**src/rtl/sadd_pkg.sv**
```systemverilog
package sadd_pkg;
  // state bit 1 = carry, bit 0 = stored sum bit
  typedef enum logic [1:0] {
    ST_G0 = 2'b00,
    ST_G1 = 2'b01,
    ST_H0 = 2'b10,
    ST_H1 = 2'b11
  } sadd_state_e;

  function automatic sadd_state_e full_add(input logic a, input logic b, input logic cin);
    logic [1:0] r;
    r = {(a & b) | (a & cin) | (b & cin), a ^ b ^ cin};
    return sadd_state_e'(r);
  endfunction
endpackage

```
**src/rtl/sadd_shreg.sv**
```systemverilog
module sadd_shreg #(
  parameter int W = 8
) (
  input  logic         clk,
  input  logic         load,
  input  logic         en,
  input  logic [W-1:0] din,
  input  logic         sin,
  output logic [W-1:0] q
);
  always_ff @(posedge clk) begin
    if (load)
      q <= din;
    else if (en)
      q <= {sin, q[W-1:1]};
  end

  // contents frozen when neither loading nor shifting
  a_r5_shreg_hold: assert property (@(posedge clk) disable iff (load)
    !en |=> $stable(q));
endmodule

```
**src/rtl/sadd_cell.sv**
```systemverilog
module sadd_cell
  import sadd_pkg::*;
(
  input  logic clk,
  input  logic clr,
  input  logic en,
  input  logic a,
  input  logic b,
  output logic s
);
  sadd_state_e state;
  sadd_state_e nxt;

  always_comb begin
    nxt = full_add(a, b, state[1]);
  end

  always_ff @(posedge clk) begin
    if (clr)
      state <= ST_G0;
    else if (en)
      state <= nxt;
  end

  assign s = state[0];

  // both operand bits set always leaves a carry
  a_r7_carry_set: assert property (@(posedge clk) disable iff (clr)
    (en && a && b) |=> state[1]);
  // both operand bits clear always kills the carry
  a_r7_carry_kill: assert property (@(posedge clk) disable iff (clr)
    (en && !a && !b) |=> !state[1]);
  // state frozen while idle
  a_r4_cell_idle: assert property (@(posedge clk) disable iff (clr)
    !en |=> $stable(state));
endmodule

```
**src/rtl/sadd_cnt.sv**
```systemverilog
module sadd_cnt #(
  parameter int STEPS = 9
) (
  input  logic clk,
  input  logic preset,
  output logic run
);
  localparam int CW = $clog2(STEPS + 1);
  localparam logic [CW-1:0] START = CW'(STEPS);

  logic [CW-1:0] cnt;

  always_ff @(posedge clk) begin
    if (preset)
      cnt <= START;
    else if (run)
      cnt <= cnt - 1'b1;
  end

  assign run = (cnt != '0);

  // once exhausted, the count stays at zero until the next load
  a_r2_cnt_stop: assert property (@(posedge clk) disable iff (preset)
    (cnt == '0) |=> (cnt == '0));
endmodule

```
**src/rtl/bitser_add.sv**
```systemverilog
module bitser_add #(
  parameter int WIDTH = 8
) (
  input  logic             clk,
  input  logic             rst_load,
  input  logic [WIDTH-1:0] opa,
  input  logic [WIDTH-1:0] opb,
  output logic [WIDTH-1:0] sum
);
  // one extra cycle because the sum bit is registered
  localparam int STEPS = WIDTH + 1;

  logic             run;
  logic             sbit;
  logic [WIDTH-1:0] qa;
  logic [WIDTH-1:0] qb;

  sadd_cnt #(.STEPS(STEPS)) u_cnt (
    .clk    (clk),
    .preset (rst_load),
    .run    (run)
  );

  sadd_shreg #(.W(WIDTH)) u_sh_a (
    .clk (clk), .load (rst_load), .en (run),
    .din (opa), .sin (1'b0), .q (qa)
  );

  sadd_shreg #(.W(WIDTH)) u_sh_b (
    .clk (clk), .load (rst_load), .en (run),
    .din (opb), .sin (1'b0), .q (qb)
  );

  sadd_cell u_cell (
    .clk (clk), .clr (rst_load), .en (run),
    .a   (qa[0]), .b (qb[0]), .s (sbit)
  );

  sadd_shreg #(.W(WIDTH)) u_sh_s (
    .clk (clk), .load (rst_load), .en (run),
    .din ('0), .sin (sbit), .q (sum)
  );

  // finished result does not move
  a_r4_result_hold: assert property (@(posedge clk) disable iff (rst_load)
    !run |=> $stable(sum));
endmodule

```
**config.mk**
```make
export PLATFORM = sky130hd
export DESIGN_NAME = bitser_add
export DESIGN_NICKNAME = d
export VERILOG_FILES = /design/src/rtl/sadd_pkg.sv /design/src/rtl/sadd_shreg.sv /design/src/rtl/sadd_cell.sv /design/src/rtl/sadd_cnt.sv /design/src/rtl/bitser_add.sv
export SDC_FILE = /design/constraint.sdc
export NUM_CORES = 1
export LEC_CHECK = 0
export ABC_AREA = 1
export BUFFER_PORTS_ARGS = -buffer_cell sky130_fd_sc_hd__buf_2
export CAP_MARGIN = 20
export CORE_MARGIN = 4
export CORE_UTILIZATION = 52
export DETAILED_ROUTE_END_ITERATION = 16
export PLACE_DENSITY = 0.76
export SETUP_SLACK_MARGIN = 0.15
export SLEW_MARGIN = 20
export SYNTH_ARGS = -nofsm -noshare
export SYNTH_HDL_FRONTEND = slang
export SYNTH_SLANG_ARGS = --single-unit
```
**constraint.sdc**
```tcl
create_clock -name clk -period 2.1 [get_ports clk]
set_input_delay 0.42 -clock clk [delete_from_list [all_inputs] [get_ports clk]]
set_output_delay 0.42 -clock clk [all_outputs]
set_load 0.02 [all_outputs]
```
# Word level (Yosys, flattened, before mapping)
# Cells that the tools add are included.
# word_totals
ff_bits,30
inputBits,18
out_inout_bits,8
word_cells,19
# op_classes
n_addsub,1
muxes,4
bitwise,7
reduce_logical,2
# ops
cell,count
2-to-1 mux 8 bit,4
nonzero test 4 bit,1
subtractor 4 x 1 -> 4 bit (second input constant),1
bitwise AND 1 bit,3
bitwise OR 1 bit,2
nonzero test 2 bit,1
bitwise XOR 1 bit,2

# Depth between registers and ports, before layout
# depth
word_depth,3
mapped_depth,7

# Cells and area by module
# Synthesis repeated with hierarchy kept, for this count alone.
# unflattened
cells_unflattened,150
area_unflattened_um2,1370.1
# modules_own_cells
mod,n_inst,cells_per_inst,area_each_um2,seq_area_each_um2
sadd_shreg,3,35,351.6,240.2
sadd_cnt,1,30,210.2,80.1
sadd_cell,1,14,101.3,40.0
bitser_add,1,1,3.8,0.0

# Least setup slack after synthesis
# No wires, ideal clock.
# synth_timing
path_kind,register to register
start,register u_cnt.cnt[0]
end,"register u_sh_a.q[0], enable pin"
setup_time_ns,0.364
arrival_time_ns,1.211
slack_ns,0.526
stages_incl_launch_ff,7
n_path_buf,1
period_less_slack_ns,1.574
path_cell_list,dfxtp_1 > inv_1 > ha_1 > nand2_2 > nor2_4 > buf_6 > inv_1
# synth_via
elab_chain_cells,2
# synth_rtl
item,line_no,text
start: declaration,sadd_cnt.sv:11,logic [CW-1:0] cnt;
start signal: assignment,sadd_cnt.sv:17,cnt <= cnt - 1'b1;
nonzero test 4 bit,sadd_cnt.sv:20,assign run = (cnt != '0);
nonzero test 2 bit (no line),-,
end signal: assignment,sadd_shreg.sv:13,q <= din;
end signal: assignment,sadd_shreg.sv:15,"q <= {sin, q[W-1:1]};"
end: declaration,sadd_shreg.sv:9,output logic [W-1:0] q
# Every way passes these cells.
# A chain may end at the register's enable or synchronous reset.

# Worst setup path after layout
# layout_timing
start,register u_cnt.cnt[0]
end,"register u_sh_a.q[7], enable pin"
# The elaborated chain is that of the path after synthesis.

==> results.sh <==
export IMPL_cp_end_kind="flop"
export IMPL_dp_slack_ns=0.501
export IMPL_hp_class="primary input to flop"
export IMPL_status="finished clean"
export IMPL_io_pins=26
export IMPL_p_sw_w=0.000293
export IMPL_cellPowerDensity_nw_per_um2=817
export IMPL_core_um2=2250
export IMPL_swShare_pct=25.1
export IMPL_die_area_um2=3280
export IMPL_crit_fanout=16
export IMPL_async_flop_share_pct=0
export IMPL_synth_edff_count=16
export IMPL_cts_hold_buf=0
export IMPL_firstDrtPassIters=4
export IMPL_cts_repair_resized=0
export IMPL_stdcell_count=194
export IMPL_power_frac_comb_pct=12.3
export IMPL_h_tree_depth=2
export IMPL_maxCapViolCount=0
export IMPL_n_antenna_cell=0
export IMPL_antenna_found_initial=0
export IMPL_cp_common_cell="inv_1"
export IMPL_rows=17
export IMPL_fin_crit_ns=1.60
export IMPL_yosysTopAreaCell="edfxtp_1"
export IMPL_p_total_w=0.00117
export IMPL_cp_data_arrival_time_ns=1.66
export IMPL_root_buffer="clkbuf_4"
export IMPL_fin_crit_sh_pct=76.2
export IMPL_startpoint="u_cnt.cnt[0]"
export IMPL_nNetsFinal=186
export IMPL_synthTopCellsByArea="edfxtp_1, dfxtp_1, nand2_1, nand3_1, buf_4"
export IMPL_grt_pass1_wl_um=3500
export IMPL_cts_setup_buffers=0
export IMPL_synth_area_um2=1260
export IMPL_vias_per_cell=4.82
export IMPL_finalInstanceArea_um2=1430
export IMPL_slew_headroom_pct=73.1
export IMPL_drc=0
export IMPL_insertion_delay_ns=0.32
export IMPL_die_h_um=57.3
export IMPL_internal_power_w=0.000878
export IMPL_initial_utilization_pct=56.0
export IMPL_dpl_cell_area_um2=1380
export IMPL_grt_pass1_vias=845
export IMPL_setup_ws_ns=0.500
export IMPL_worstSetupPathType="flop to flop"
export IMPL_grtUsageTotal_pct=14.1
export IMPL_worstPathRequired_ns=2.16
export IMPL_synth_top_area_share_pct=38.1
export IMPL_syn_nets=159
export IMPL_power_frac_clock_pct=26.7
export IMPL_drt_initial_drc_count=18
export IMPL_setup_viol=0
export IMPL_crit_slowest_cell="dfxtp_1"
export IMPL_synth_area_per_cell_um2=9.15
export IMPL_clock_path_buffers=2
export IMPL_yosys_warnings=0
export IMPL_seq_area_frac_synth_pct=60.3
export IMPL_drv_slew=0
export IMPL_final_antenna_net_count=0
export IMPL_grt_ovfl_total=0
export IMPL_ir_drop_mv=0.526
export IMPL_clkTransAtPathRegs_ns=0.09
export IMPL_hpwl_um=1460
export IMPL_cpPeakStageDelay_ns=0.31
export IMPL_cts_buffers=5
export IMPL_rsz0062_at_grt="no"
export IMPL_vias=935
export IMPL_timing_fmax_ghz=0.625
export IMPL_cts_sinks=30
export IMPL_final_layout_size_suffix_gt1_share_pct=21.1
export IMPL_crit_path_start_kind="flop"
export IMPL_die_x_um=57.3
export IMPL_wirelength_um=2070
export IMPL_pwr_share_seq_pct=61.0
export IMPL_power_leakage_nw=0.747
export IMPL_port_buffers=25
export IMPL_yosysUniqueCellTypes=18
export IMPL_synth_most_common_cell="nand2_1"
export IMPL_fin_worst_skew_ns=0.00892
export IMPL_r2r_start="u_cnt.cnt[0]"
export IMPL_synth_seq_cells=30
export IMPL_worstPathCellList="inv_1 -> ha_1 -> nand2_2 -> nor2_4 -> inv_1 -> buf_4"
export IMPL_gp_congestion=0.764
export IMPL_cts_tree="built"
export IMPL_tightestPinTransition_ns=0.403
export IMPL_hp_start="opb[7]"
export IMPL_dp_cells=186
export IMPL_grt_max_degree=28
export IMPL_areaGrowthSynthToFinish_pct=13.5
export IMPL_synth_flop_cell="edfxtp_1"
export IMPL_hold_viol=0
export IMPL_tns_ns=0
export IMPL_wire_per_inst_um=10.7
export IMPL_synth_common_cells="nand2_1, edfxtp_1, dfxtp_1"
export IMPL_syn_inst=138
==> registers in the layout, summed over array words and instances (netlist names) <==
| signal | cells |
|---|---|
| u_cell.state | 2 |
| u_cnt.cnt | 4 |
| u_sh_a.q | 8 |
| u_sh_b.q | 8 |
| u_sh_s.q | 8 |
==> power by group through the flow <==
stage	registers (W)	logic (W)	clock network, W
2_1_floorplan	0.000728	0.000107	0
3_3_place_gp	0.000725	0.000143	0
3_5_place_dp	0.000728	0.000148	0
4_1_cts	0.000715	0.000148	0.000318
5_1_grt	0.000722	0.000168	0.000351
6_report	0.000714	0.000144	0.000312
==> critical path, delay by kind of cell, from the launching register on <==
family	cells	cell delay [ns]
fa+ha+maj	1	0.18
buf+inv	3	0.38
flops	1	0.31
simple gates	2	0.46
==> cells in the final DEF, fill, tap and decap left out, drive strengths merged <==
cell type and instances:
xnor2 1, fa 1, clkbuf 8, nor3 1, nand3 13, edfxtp 16
nand2 72, dfxtp 14, inv 8, ha 2, nand3b 1, nor2 3
buf 26
==> worst paths after layout <==
kind | to | slack [ns] | depth (start not counted)
worst max-delay path | u_sh_a.q[7] | 0.50 | 6
worst min-delay path | u_sh_b.q[7] | 0.35 | 3
worst min register to register | u_sh_s.q[0] | 0.45 | 2
worst max register to register | u_sh_a.q[7] | 0.50 | 6
==> stage by stage <==
| stage | utilization (%) | hold WS [ns] |
|---|---|---|
| 4_1_cts | 63.5 | 0.342 |
| 3_5_place_dp | 61.4 | 0.438 |
| 2_1_floorplan | - | 0.420 |
| 6_report | 63.5 | 0.349 |
| 3_3_place_gp | 61.4 | 0.431 |
| 5_1_grt | 63.5 | 0.346 |
==> routing by layer <==
metal,track usage [%],share of wire (%)
met5,0,0
met2,22.8,46
met3,7.24,8.2
met1,16.1,44
met4,4.97,1.5
==> logic make-up (layout without fill, tap and decap cells) <==
logic type / count (synthesis) / after routing / share of synthesized area [%]
simple gates: 90 / 90 / 29.4
flops: 30 / 30 / 60.3
buf+inv: 14 / 42 / 6.05
fa+ha+maj: 3 / 3 / 3.57
xor+xnor: 1 / 1 / 0.694
==> cell type report <==
| class | count | area [um2] |
|---|---|---|
| Sequential cell | 30 | 761 |
| Fill cell | 209 | 822 |
| Multi-Input combinational cell | 94 | 425 |
| Timing Repair Buffer | 26 | 133 |
| Tap cell | 28 | 35.0 |
| Clock buffer | 8 | 48.8 |
| Inverter | 8 | 30.0 |
Power figures use the tool's default switching activity.
